==> src/rtl/burst_ctr_pkg.sv <==
package burst_ctr_pkg;
  typedef enum logic [1:0] {
    OP_HOLD   = 2'd0,
    OP_COUNT  = 2'd1,
    OP_LOAD   = 2'd2,
    OP_REPEAT = 2'd3
  } ctr_op_e;
endpackage

==> src/rtl/burst_ctr_decode.sv <==
module burst_ctr_decode
  import burst_ctr_pkg::*;
(
  input  logic    load_ni,
  input  logic    cnt_en_ni,
  input  logic    rep_ni,
  output ctr_op_e op_o
);
  // priority: repeat > load > count > hold
  always_comb begin
    if (!rep_ni)         op_o = OP_REPEAT;
    else if (!load_ni)   op_o = OP_LOAD;
    else if (!cnt_en_ni) op_o = OP_COUNT;
    else                 op_o = OP_HOLD;
  end
endmodule

==> src/rtl/burst_ctr_shadow.sv <==
module burst_ctr_shadow
  import burst_ctr_pkg::*;
#(
  parameter int ADDR_W = 18
) (
  input  logic              clk_i,
  input  logic              rst_ni,
  input  ctr_op_e           op_i,
  input  logic [ADDR_W-1:0] ext_addr_i,
  output logic [ADDR_W-1:0] shadow_o
);
  always_ff @(posedge clk_i or negedge rst_ni) begin
    if (!rst_ni)              shadow_o <= '0;
    else if (op_i == OP_LOAD) shadow_o <= ext_addr_i;
  end
endmodule

==> src/rtl/burst_ctr_addr.sv <==
module burst_ctr_addr
  import burst_ctr_pkg::*;
#(
  parameter int ADDR_W = 18
) (
  input  logic              clk_i,
  input  logic              rst_ni,
  input  ctr_op_e           op_i,
  input  logic [ADDR_W-1:0] ext_addr_i,
  input  logic [ADDR_W-1:0] shadow_i,
  output logic [ADDR_W-1:0] addr_o
);
  localparam logic [ADDR_W-1:0] Step = ADDR_W'(1);

  logic [ADDR_W-1:0] addr_d;

  always_comb begin
    unique case (op_i)
      OP_REPEAT: addr_d = shadow_i;
      OP_LOAD:   addr_d = ext_addr_i;
      OP_COUNT:  addr_d = addr_o + Step; // wraps naturally
      default:   addr_d = addr_o;
    endcase
  end

  always_ff @(posedge clk_i or negedge rst_ni) begin
    if (!rst_ni) addr_o <= '0;
    else         addr_o <= addr_d;
  end
endmodule

==> src/rtl/burst_addr_ctr.sv <==
module burst_addr_ctr
  import burst_ctr_pkg::*;
#(
  parameter int ADDR_W = 18
) (
  input  logic              clk_i,
  input  logic              rst_ni,
  input  logic [ADDR_W-1:0] ext_addr_i,
  input  logic              load_ni,
  input  logic              cnt_en_ni,
  input  logic              rep_ni,
  output logic [ADDR_W-1:0] addr_o
);
  ctr_op_e           op;
  logic [ADDR_W-1:0] shadow_q;

  burst_ctr_decode u_decode (
    .load_ni   (load_ni),
    .cnt_en_ni (cnt_en_ni),
    .rep_ni    (rep_ni),
    .op_o      (op)
  );

  burst_ctr_shadow #(.ADDR_W(ADDR_W)) u_shadow (
    .clk_i      (clk_i),
    .rst_ni     (rst_ni),
    .op_i       (op),
    .ext_addr_i (ext_addr_i),
    .shadow_o   (shadow_q)
  );

  burst_ctr_addr #(.ADDR_W(ADDR_W)) u_addr (
    .clk_i      (clk_i),
    .rst_ni     (rst_ni),
    .op_i       (op),
    .ext_addr_i (ext_addr_i),
    .shadow_i   (shadow_q),
    .addr_o     (addr_o)
  );
endmodule

==> config.mk <==
export PLATFORM = sky130hd
export DESIGN_NAME = burst_addr_ctr
export DESIGN_NICKNAME = d
export VERILOG_FILES = /design/src/rtl/burst_ctr_pkg.sv /design/src/rtl/burst_ctr_decode.sv /design/src/rtl/burst_ctr_shadow.sv /design/src/rtl/burst_ctr_addr.sv /design/src/rtl/burst_addr_ctr.sv
export SDC_FILE = /design/constraint.sdc
export NUM_CORES = 1
export LEC_CHECK = 0
export ABC_AREA = 1
export BUFFER_PORTS_ARGS = -buffer_cell sky130_fd_sc_hd__buf_2
export CAP_MARGIN = 0
export CORE_AREA = 2 2 85 71
export DETAILED_ROUTE_END_ITERATION = 8
export DIE_AREA = 0 0 87 73
export HOLD_SLACK_MARGIN = 0.1
export MAX_ROUTING_LAYER = met4
export SYNTH_ARGS = -nofsm -noshare
export SYNTH_HDL_FRONTEND = slang
export SYNTH_SLANG_ARGS = --single-unit
==> constraint.sdc <==
create_clock -name clk_i -period 1.95 [get_ports clk_i]
set_clock_uncertainty 0.1 [all_clocks]
set_input_delay 0.39 -clock clk_i [delete_from_list [all_inputs] [get_ports clk_i]]
set_output_delay 0.39 -clock clk_i [all_outputs]
set_load 0.05 [all_outputs]
==> flow_metrics.env, run 1 <==
export IMPL_remaining_drc_errors=0
export IMPL_r2r_cells=7
export IMPL_crit_required_ns=1.46
export IMPL_hold_class="input pin to flop"
export IMPL_yosys_top_cells_area="sky130_fd_sc_hd__dfrtp_1, sky130_fd_sc_hd__nand2_1, sky130_fd_sc_hd__nor2_1"
export IMPL_synth_async_sr_flop_share_pct=100
export IMPL_grt_pass1_wl_um=8560
export IMPL_final_setup_tns_ns=0
export IMPL_final_layout_size_suffix_gt1_share_pct=23.0
export IMPL_reg2reg_from="u_addr.addr_o[0]"
export IMPL_cts_inserted_buffers=5
export IMPL_drv_max_cap_violation_count=0
export IMPL_root_buffer="sky130_fd_sc_hd__clkbuf_8"
export IMPL_netlist_area_leader_share_pct=45.4
export IMPL_io_buffers=40
export IMPL_hold_depth=3
export IMPL_synth_instances=270
export IMPL_die_y_um=73
export IMPL_post_cts_sizing_count=0
export IMPL_layout_worst_path_cycle_share_pct=84.4
export IMPL_min_from="ext_addr_i[0]"
export IMPL_maxClockFrequency_ghz=0.608
export IMPL_route_vias_total=1852
export IMPL_cts_clk_slew_worst_paths_ns=0.08
export IMPL_slew_viol_final=0
export IMPL_arrival_ns=1.16
export IMPL_critical_path_startpoint_type="flop"
export IMPL_clock_path_buffers=2
export IMPL_post_synth_instance_area_um2=1980
export IMPL_worst_pin_slew_ns=0.455
export IMPL_floorplan_initialDensity_pct=35.4
export IMPL_finalCoreUtilization_pct=42.1
export IMPL_fillers=582
export IMPL_antennaDiodeCount=0
export IMPL_ant_nets=0
export IMPL_relSlewSlack_pct=69.6
export IMPL_power_density_nw_per_um2=903
export IMPL_htree_num_levels=2
export IMPL_crit_path_max_fanout=5
export IMPL_grt_overflow_total=0
export IMPL_hold_ep="u_shadow.shadow_o[0]"
export IMPL_clock_latency_ns=0.29
export IMPL_detailedRoute_firstIterationViolations=112
export IMPL_dr_pass1_iters=4
export IMPL_timing_final_hold_violations=0
export IMPL_status="complete, no violations"
export IMPL_syn2layout_area_growth_pct=18.9
export IMPL_antenna_found_initial=0
export IMPL_worstSetupEndpointType="primary output"
export IMPL_finalWeightedCongestion=0.876
export IMPL_synth_common_cells="sky130_fd_sc_hd__nand2_1, sky130_fd_sc_hd__dfrtp_1, sky130_fd_sc_hd__nor2_1, sky130_fd_sc_hd__inv_1, sky130_fd_sc_hd__nand3_1"
export IMPL_synth_cell_type_count=26
export IMPL_tritoncts_clock_tree="yes"
export IMPL_ios=41
export IMPL_cellLeakagePower_uw=0.00121
export IMPL_number_of_global_route_vias_before_repair=1739
export IMPL_irDropWorstVdd_uv=383
export IMPL_ys_warn_count=0
export IMPL_grt_setup_unrepaired="false"
export IMPL_syn_nets=294
export IMPL_die_area_um2=6350
export IMPL_detailed_place_hpwl_um=3830
export IMPL_layout_min_cycle_time_ns=1.65
export IMPL_synth_seq_area_share_pct=45.4
export IMPL_regToRegEndpoint="u_addr.addr_o[14]"
export IMPL_floorplan_die_width_um=87
export IMPL_synth_most_common_cell="sky130_fd_sc_hd__nand2_1"
export IMPL_yosys_most_used_dff="sky130_fd_sc_hd__dfrtp_1"
export IMPL_final_setup_viol_count=0
export IMPL_syn_mean_instance_area_um2=7.35
export IMPL_grtUsageTotal_pct=18.2
export IMPL_postRouteWirelength_um=5060
export IMPL_postSynthRegisterBits=36
export IMPL_final_nets=340
export IMPL_ff2ff_setup_slack_ns=0.38
export IMPL_synth_edff_count=0
export IMPL_cell_type_with_the_highest_aggregate_area_in_the_netlist="sky130_fd_sc_hd__dfrtp_1"
export IMPL_row_count=25
export IMPL_grt_max_degree=37
export IMPL_detail_route_wl_per_cell_um=13.2
export IMPL_drt_vias_per_instance=4.82
export IMPL_hold_ws_ns=0.216
export IMPL_core_area_um2=5600
export IMPL_timing_setup_critical_path_class="flop to primary output"
export IMPL_cts_repair_timing_setup_buffer_count=0
export IMPL_cts_sink_count=36
[worst max-delay path by stage]
stage / from / to / slack [ns] / depth (start not counted)
5_1_grt: u_addr.addr_o[5] / addr_o[5] / 0.24 / 2
2_1_floorplan: u_addr.addr_o[0] / u_addr.addr_o[10] / 0.17 / 7
4_1_cts: u_addr.addr_o[5] / addr_o[5] / 0.31 / 2
3_5_place_dp: rep_ni / u_addr.addr_o[15] / 0.33 / 8
6_report: u_addr.addr_o[5] / addr_o[5] / 0.30 / 2
3_3_place_gp: rep_ni / u_addr.addr_o[13] / 0.30 / 8
[per-stage QoR]
stage	setup slack, ns	total power [uW]	cells	area [um2]
final	0.305	2130	384	2360
after global routing	0.244	2260	384	2360
after CTS	0.307	2140	384	2360
after detailed placement	0.333	1570	375	2250
after global placement	0.300	1560	375	2250
after floorplan	0.174	1380	270	1980
[routing by layer]
layer	GRT usage (%)	wire [um]	part of all wire [%]	vias up
met5	-	0	0	-
li1	-	-	-	947
met2	25.5	2120	42	44
met3	4.98	244	4.8	10
met4	4.69	77	1.5	0
met1	25.8	2620	52	851
[cell families after synthesis]
family / synth area share, %
xor gates and xnor gates: 0.883
buffers and inverters: 8.33
and+or+nand+nor: 33.1
AOI/OAI and AO/OA: 11.6
adders and majority gates: 0.631
DFF: 45.4
[cell type report]
class	instances	area [um2]	area share, %
multi-input combinational	198	917	38.9
sequential	36	901	38.2
timing repair buffer	46	248	10.5
inverter	29	111	4.72
tap	67	83.8	3.56
clock buffer	6	82.6	3.50
clock inverter	2	13.8	0.584
[state kept, by name, indices dropped and copies added (netlist names)]
signal and flops:
u_addr.addr_o 18, u_shadow.shadow_o 18
[what timing repair did]
action | CTS | global route
setup endpoints to repair | 0 | 0
hold buffers | 1 | 0
hold endpoints to repair | 36 | 0
[worst max-delay path, cell delays in order, from the launching register on]
cell and delay [ns]:
sky130_fd_sc_hd__dfrtp_1 0.43, sky130_fd_sc_hd__buf_4 0.17, sky130_fd_sc_hd__buf_2 0.26
[power breakdown]
part / internal [uW] / total, uW / switching, uW / leakage (uW)
clock: 289 / 577 / 288 / 0.0000516
sequential: 847 / 958 / 111 / 0.000438
combinational: 168 / 593 / 425 / 0.000720
total: 1300 / 2130 / 824 / 0.00121
[layout by cell type, fill, tap and decap left out]
| cell type | instances |
|---|---|
| sky130_fd_sc_hd__nor3_1 | 2 |
| sky130_fd_sc_hd__xnor2_1 | 1 |
| sky130_fd_sc_hd__nand3_1 | 16 |
| sky130_fd_sc_hd__inv_1 | 26 |
| sky130_fd_sc_hd__nand2_1 | 88 |
| sky130_fd_sc_hd__or2_2 | 1 |
| sky130_fd_sc_hd__o21ai_0 | 5 |
| sky130_fd_sc_hd__nor2_4 | 2 |
| sky130_fd_sc_hd__clkinv_2 | 1 |
| sky130_fd_sc_hd__xor2_1 | 1 |
| sky130_fd_sc_hd__inv_4 | 1 |
| sky130_fd_sc_hd__o21ai_1 | 13 |
| sky130_fd_sc_hd__a41oi_2 | 1 |
| sky130_fd_sc_hd__nand3b_1 | 1 |
| sky130_fd_sc_hd__dlygate4sd3_1 | 1 |
| sky130_fd_sc_hd__clkbuf_8 | 6 |
| sky130_fd_sc_hd__nand4_1 | 1 |
| sky130_fd_sc_hd__a21oi_1 | 12 |
| sky130_fd_sc_hd__inv_2 | 2 |
| sky130_fd_sc_hd__nor2_2 | 4 |
| sky130_fd_sc_hd__buf_4 | 5 |
| sky130_fd_sc_hd__a31oi_1 | 2 |
| sky130_fd_sc_hd__o22ai_1 | 7 |
| sky130_fd_sc_hd__inv_6 | 1 |
| sky130_fd_sc_hd__ha_1 | 1 |
| sky130_fd_sc_hd__buf_2 | 40 |
| sky130_fd_sc_hd__nor2_1 | 30 |
| sky130_fd_sc_hd__nand2_2 | 9 |
| sky130_fd_sc_hd__dfrtp_1 | 36 |
| sky130_fd_sc_hd__o21bai_1 | 1 |
No activity file was read; power rests on OpenSTA's default activity.
==> run 2, diff against run 1 <==
ABC_AREA = 0   (was 1)
CORE_AREA = 2 2 82 68   (was 2 2 85 71)
DIE_AREA = 0 0 84 70   (was 0 0 87 73)
clock period = 1.45 ns   (was 1.95 ns; I/O delays follow)
==> flow_metrics.env, run 2 <==
export IMPL_violations="setup timing"
export IMPL_synth_seq_area_share_pct=50.0
export IMPL_final_setup_tns_ns=-1.21
export IMPL_grt_overflow_total=0
export IMPL_io_buffers=40
export IMPL_drv_max_cap_violation_count=0
export IMPL_syn_mean_instance_area_um2=10.3
export IMPL_global_route_usage_met1_pct=23.7
export IMPL_timing_setup_critical_path_class="flop to flop"
export IMPL_dr_pass1_iters=5
export IMPL_status="finished with violations"
export IMPL_detail_route_wl_per_cell_um=14.5
export IMPL_post_synth_instance_area_um2=1800
export IMPL_cts_inserted_buffers=5
export IMPL_ant_nets=0
export IMPL_htree_num_levels=2
export IMPL_final_layout_size_suffix_gt1_share_pct=51.5
export IMPL_grtUsageMet3_pct=3.78
export IMPL_clock_latency_ns=0.29
export IMPL_grt_pass1_wl_um=7570
export IMPL_worst_pin_slew_ns=0.405
export IMPL_netlist_area_leader_share_pct=50.0
export IMPL_antenna_found_initial=0
export IMPL_relSlewSlack_pct=73.0
export IMPL_gr_max_usage_layer="met1"
export IMPL_layout_worst_path_cycle_share_pct=112
export IMPL_clock_path_buffers=2
export IMPL_p_total_uw=3380
export IMPL_finalWeightedCongestion=0.809
export IMPL_arrival_ns=1.74
export IMPL_timing_final_ws_setup_ns=-0.179
export IMPL_cellLeakagePower_uw=0.00120
export IMPL_layout_min_cycle_time_ns=1.63
export IMPL_yosys_top_cells_area="sky130_fd_sc_hd__dfrtp_1, sky130_fd_sc_hd__mux2_2, sky130_fd_sc_hd__xnor2_1"
export IMPL_synth_common_cells="sky130_fd_sc_hd__dfrtp_1, sky130_fd_sc_hd__nor2_1, sky130_fd_sc_hd__mux2_2, sky130_fd_sc_hd__a21oi_1, sky130_fd_sc_hd__xnor2_1"
export IMPL_commonest_cells_after_routing_fill_and_taps_aside="sky130_fd_sc_hd__buf_4, sky130_fd_sc_hd__buf_2, sky130_fd_sc_hd__dfrtp_1, sky130_fd_sc_hd__nor2_1, sky130_fd_sc_hd__mux2_2"
export IMPL_layout_commonest_cell="sky130_fd_sc_hd__buf_4"
export IMPL_cell_type_with_the_highest_aggregate_area_in_the_netlist="sky130_fd_sc_hd__dfrtp_1"
export IMPL_detailedRoute_firstIterationViolations=83
export IMPL_crit_required_ns=1.56
export IMPL_irDropWorstVdd_uv=556
export IMPL_syn2layout_area_growth_pct=51.4
export IMPL_drt_vias_per_instance=5.03
export IMPL_route_vias_total=1636
export IMPL_synth_async_sr_flop_share_pct=100
export IMPL_crit_path_max_fanout=4
export IMPL_grtUsageTotal_pct=16.6
export IMPL_die_area_um2=5880
export IMPL_synth_edff_count=0
export IMPL_floorplan_initialDensity_pct=34.7
export IMPL_met2_usage_pct=23.6
export IMPL_tritoncts_clock_tree="yes"
export IMPL_core_area_um2=5190
export IMPL_die_y_um=70
export IMPL_r2r_cells=4
export IMPL_fillers=470
export IMPL_ios=41
export IMPL_floorplan_die_width_um=84
export IMPL_grt_setup_unrepaired="true"
export IMPL_place_inst=310
export IMPL_synth_cell_type_count=34
export IMPL_hold_class="input pin to flop"
export IMPL_cts_clk_slew_worst_paths_ns=0.08
export IMPL_final_setup_viol_count=11
export IMPL_antennaDiodeCount=0
export IMPL_yosys_most_used_dff="sky130_fd_sc_hd__dfrtp_1"
export IMPL_top_regs="u_addr.addr_o x18, u_shadow.shadow_o x18"
export IMPL_postSynthRegisterBits=36
export IMPL_power_density_nw_per_um2=1240
export IMPL_postRouteWirelength_um=4710
export IMPL_cts_sink_count=36
export IMPL_hold_depth=2
export IMPL_syn_nets=199
export IMPL_synth_most_common_cell="sky130_fd_sc_hd__dfrtp_1"
export IMPL_fin_cells=325
export IMPL_worstSetupEndpointType="flop"
export IMPL_detailed_place_hpwl_um=3420
export IMPL_grt_max_degree=24
export IMPL_maxClockFrequency_ghz=0.614
export IMPL_number_of_global_route_vias_before_repair=1586
export IMPL_ys_warn_count=0
export IMPL_synth_instances=175
export IMPL_final_nets=283
export IMPL_remaining_drc_errors=0
export IMPL_timing_final_hold_violations=0
export IMPL_root_buffer="sky130_fd_sc_hd__clkbuf_8"
export IMPL_critical_path_startpoint_type="flop"
export IMPL_slew_viol_final=0
export IMPL_row_count=24
==> run 2: cell families after synthesis <==
| family | after synthesis | share of synthesized area [%] |
|---|---|---|
| flops | 36 | 50.0 |
| mux | 20 | 12.3 |
| fa+ha+maj | 1 | 0.694 |
| compound gates | 33 | 11.1 |
| xor+xnor | 10 | 4.86 |
| simple gates | 60 | 17.6 |
| buf+inv | 15 | 3.47 |
==> run 2: path summary, 6_finish.rpt <==
| path | slack [ns] | to | from |
|---|---|---|---|
| setup / recovery | -0.18 | u_addr.addr_o[13] | u_addr.addr_o[6] |
| hold / removal | 0.14 | u_shadow.shadow_o[11] | ext_addr_i[11] |
| setup reg to reg | -0.18 | u_addr.addr_o[13] | u_addr.addr_o[6] |
| hold reg to reg | 0.39 | u_shadow.shadow_o[12] | u_shadow.shadow_o[12] |
| max in group asynchronous | 0.43 | u_addr.addr_o[2] | rst_ni |
| min in group asynchronous | 0.36 | u_shadow.shadow_o[9] | rst_ni |
==> run 2: cell type report <==
type / instances / area [um2] / share of cell area, %
multi-input cells: 124 / 916 / 33.6
well taps: 65 / 81.3 / 2.98
clock buffers: 5 / 68.8 / 2.52
repair buffers: 86 / 679 / 24.9
flip-flops and latches: 36 / 917 / 33.6
clock inverters: 3 / 42.5 / 1.56
inverters: 6 / 22.5 / 0.826
==> run 2: repair_timing <==
action | in CTS | in global routing
pin swaps | 12 | 13
hold endpoints to repair | 15 | 0
buffers inserted | 6 | 2
setup endpoints to repair | 21 | 26
hold buffers | 1 | 0
resized for setup | 23 | 25
==> run 2: routing by layer <==
metal / share of wire, % / wire length [um] / up-vias
met4: 0.72 / 34 / 0
met3: 4.2 / 200 / 5
met5: 0 / 0 / -
met1: 47 / 2230 / 791
met2: 48 / 2250 / 30
li1: - / - / 810
==> run 2: critical path, stage by stage, from the launching register on <==
cell and delay (ns):
sky130_fd_sc_hd__dfrtp_2 0.40, sky130_fd_sc_hd__nand3_1 0.13, sky130_fd_sc_hd__or3_4 0.40, sky130_fd_sc_hd__or4_1 0.40
sky130_fd_sc_hd__a31oi_1 0.13
==> run 2: power breakdown <==
group          internal [uW]  switching [uW]
Combinational            529             704
Clock                    509             370
Sequential              1170            95.4
==> run 2: metrics by stage <==
stage                     hold WS, ns  area (um2)  utilization (%)  setup slack [ns]
final                           0.144        2730             52.5            -0.179
after global routing            0.137        2730             52.5            -0.240
after global placement          0.134        2390             46.0            -0.263
after floorplan                -0.106        1820                -            -0.431
after detailed placement        0.144        2390             46.0            -0.321
after CTS                       0.141        2630             50.7            -0.177
==> run 3, diff against run 2 <==
BUFFER_PORTS_ARGS = default   (was -buffer_cell sky130_fd_sc_hd__buf_2)
DONT_BUFFER_PORTS = 1   (was default)
==> flow_metrics.env, run 3 (synthesis gave the netlist of run 2 again) <==
export IMPL_timing_final_hold_violations=0
export IMPL_hold_depth=2
export IMPL_clock_path_buffers=2
export IMPL_critical_path_startpoint_type="flop"
export IMPL_slew_viol_final=0
export IMPL_hold_ws_ns=0.107
export IMPL_drv_max_cap_violation_count=0
export IMPL_worst_pin_slew_ns=0.247
export IMPL_drt_vias_per_instance=5.21
export IMPL_place_inst=270
export IMPL_io_buffers=0
export IMPL_min_from="load_ni"
export IMPL_antenna_found_initial=0
export IMPL_ff2ff_setup_slack_ns=-0.17
export IMPL_remaining_drc_errors=0
export IMPL_grt_setup_unrepaired="true"
export IMPL_root_buffer="sky130_fd_sc_hd__clkbuf_8"
export IMPL_die_area_um2=5880
export IMPL_hold_class="input pin to flop"
export IMPL_seq_area_um2=917
export IMPL_crit_path_max_fanout=4
export IMPL_row_count=24
export IMPL_tritoncts_clock_tree="yes"
export IMPL_crit_required_ns=1.56
export IMPL_detail_route_wl_per_cell_um=16.3
export IMPL_maxClockFrequency_ghz=0.616
export IMPL_fin_cells=307
export IMPL_detailedRoute_firstIterationViolations=72
export IMPL_regToRegEndpoint="u_addr.addr_o[13]"
export IMPL_layout_min_cycle_time_ns=1.62
export IMPL_clock_latency_ns=0.28
export IMPL_core_area_um2=5190
export IMPL_postRouteWirelength_um=5000
export IMPL_antennaDiodeCount=0
export IMPL_floorplan_die_width_um=84
export IMPL_dr_pass1_iters=4
export IMPL_detailed_place_hpwl_um=3150
export IMPL_hold_ep="u_shadow.shadow_o[12]"
export IMPL_violations="setup timing"
export IMPL_layout_worst_path_cycle_share_pct=112
export IMPL_ant_nets=0
export IMPL_finalCoreUtilization_pct=52.8
export IMPL_reg2reg_from="u_addr.addr_o[2]"
export IMPL_arrival_ns=1.73
export IMPL_footprint_of_the_multi_input_gates_um2=980
export IMPL_relSlewSlack_pct=83.4
export IMPL_fillers=465
export IMPL_route_vias_total=1600
export IMPL_timing_setup_critical_path_class="flop to flop"
export IMPL_syn2layout_area_growth_pct=52.2
export IMPL_cts_inserted_buffers=5
export IMPL_layout_commonest_cell="sky130_fd_sc_hd__buf_4"
export IMPL_grtUsageTotal_pct=17.9
export IMPL_number_of_global_route_vias_before_repair=1594
export IMPL_p_total_uw=3320
export IMPL_cts_clk_slew_worst_paths_ns=0.07
export IMPL_power_density_nw_per_um2=1210
export IMPL_worstSetupEndpointType="flop"
export IMPL_die_y_um=70
export IMPL_finalWeightedCongestion=0.755
export IMPL_final_nets=265
export IMPL_grt_overflow_total=0
export IMPL_cellLeakagePower_uw=0.00114
export IMPL_timing_final_ws_setup_ns=-0.173
export IMPL_grt_pass1_wl_um=8100
export IMPL_irDropWorstVdd_uv=851
export IMPL_commonest_cells_after_routing_fill_and_taps_aside="sky130_fd_sc_hd__buf_4, sky130_fd_sc_hd__dfrtp_1, sky130_fd_sc_hd__dlygate4sd3_1, sky130_fd_sc_hd__nor2_1, sky130_fd_sc_hd__mux2_2"
export IMPL_cts_sink_count=36
export IMPL_r2r_cells=4
export IMPL_final_setup_viol_count=10
export IMPL_floorplan_initialDensity_pct=34.7
export IMPL_ios=41
export IMPL_top_regs="u_addr.addr_o x18, u_shadow.shadow_o x18"
export IMPL_final_layout_size_suffix_gt1_share_pct=41.7
export IMPL_grt_max_degree=37
export IMPL_status="finished with violations"
export IMPL_htree_num_levels=2
==> run 3: power by group <==
group | switching (uW) | internal [uW]
sequential | 96.4 | 1170
clock | 352 | 510
combinational | 693 | 500
total | 1140 | 2180
==> run 3: area by class of cell <==
cell class / instances / area share [%]
Clock inverter: 2 / 1.28
Inverter: 6 / 0.821
Tap cell: 65 / 2.97
Clock buffer: 6 / 2.65
Multi-Input combinational cell: 124 / 35.7
Timing Repair Buffer: 68 / 23.1
Sequential cell: 36 / 33.4
==> run 3: timing repair <==
| action | CTS | global route |
|---|---|---|
| pin swaps | 9 | 14 |
| hold buffers | 22 | 0 |
| hold endpoints to repair | 58 | 0 |
| setup buffers | 6 | 3 |
| setup endpoints to repair | 13 | 15 |
| gates resized for setup | 16 | 18 |
==> run 3: worst max-delay path, stage by stage, from the launching register on <==
cell	delay [ns]
sky130_fd_sc_hd__dfrtp_2	0.39
sky130_fd_sc_hd__nand3_2	0.09
sky130_fd_sc_hd__or3_4	0.42
sky130_fd_sc_hd__or4_4	0.42
sky130_fd_sc_hd__a31oi_1	0.13
==> run 3: metal layers <==
layer | global-route usage [%] | vias up | wire [um]
li1 | - | 769 | -
met1 | 23.8 | 782 | 2270
met2 | 28.0 | 41 | 2400
met3 | 5.08 | 8 | 272
met4 | 3.23 | 0 | 46
met5 | - | - | 0
==> run 3: worst max-delay path by stage <==
stage | startpoint | end | slack [ns] | depth (start not counted)
after detailed placement | u_addr.addr_o[1] | u_addr.addr_o[12] | -0.30 | 5
final | u_addr.addr_o[2] | u_addr.addr_o[13] | -0.17 | 4
after global routing | u_addr.addr_o[6] | u_addr.addr_o[13] | -0.24 | 4
after global placement | u_addr.addr_o[1] | u_addr.addr_o[6] | -0.22 | 6
after CTS | u_addr.addr_o[6] | u_addr.addr_o[17] | -0.20 | 4
after floorplan | u_addr.addr_o[0] | u_addr.addr_o[13] | -0.43 | 4
==> run 3: stage by stage <==
step	TNS, ns	worst slack [ns]	area [um2]
floorplan	-3.84	-0.431	1820
global placement	-1.64	-0.221	2160
detailed placement	-2.04	-0.297	2160
CTS	-0.833	-0.198	2640
global route	-1.82	-0.244	2740
finish	-1.07	-0.173	2740
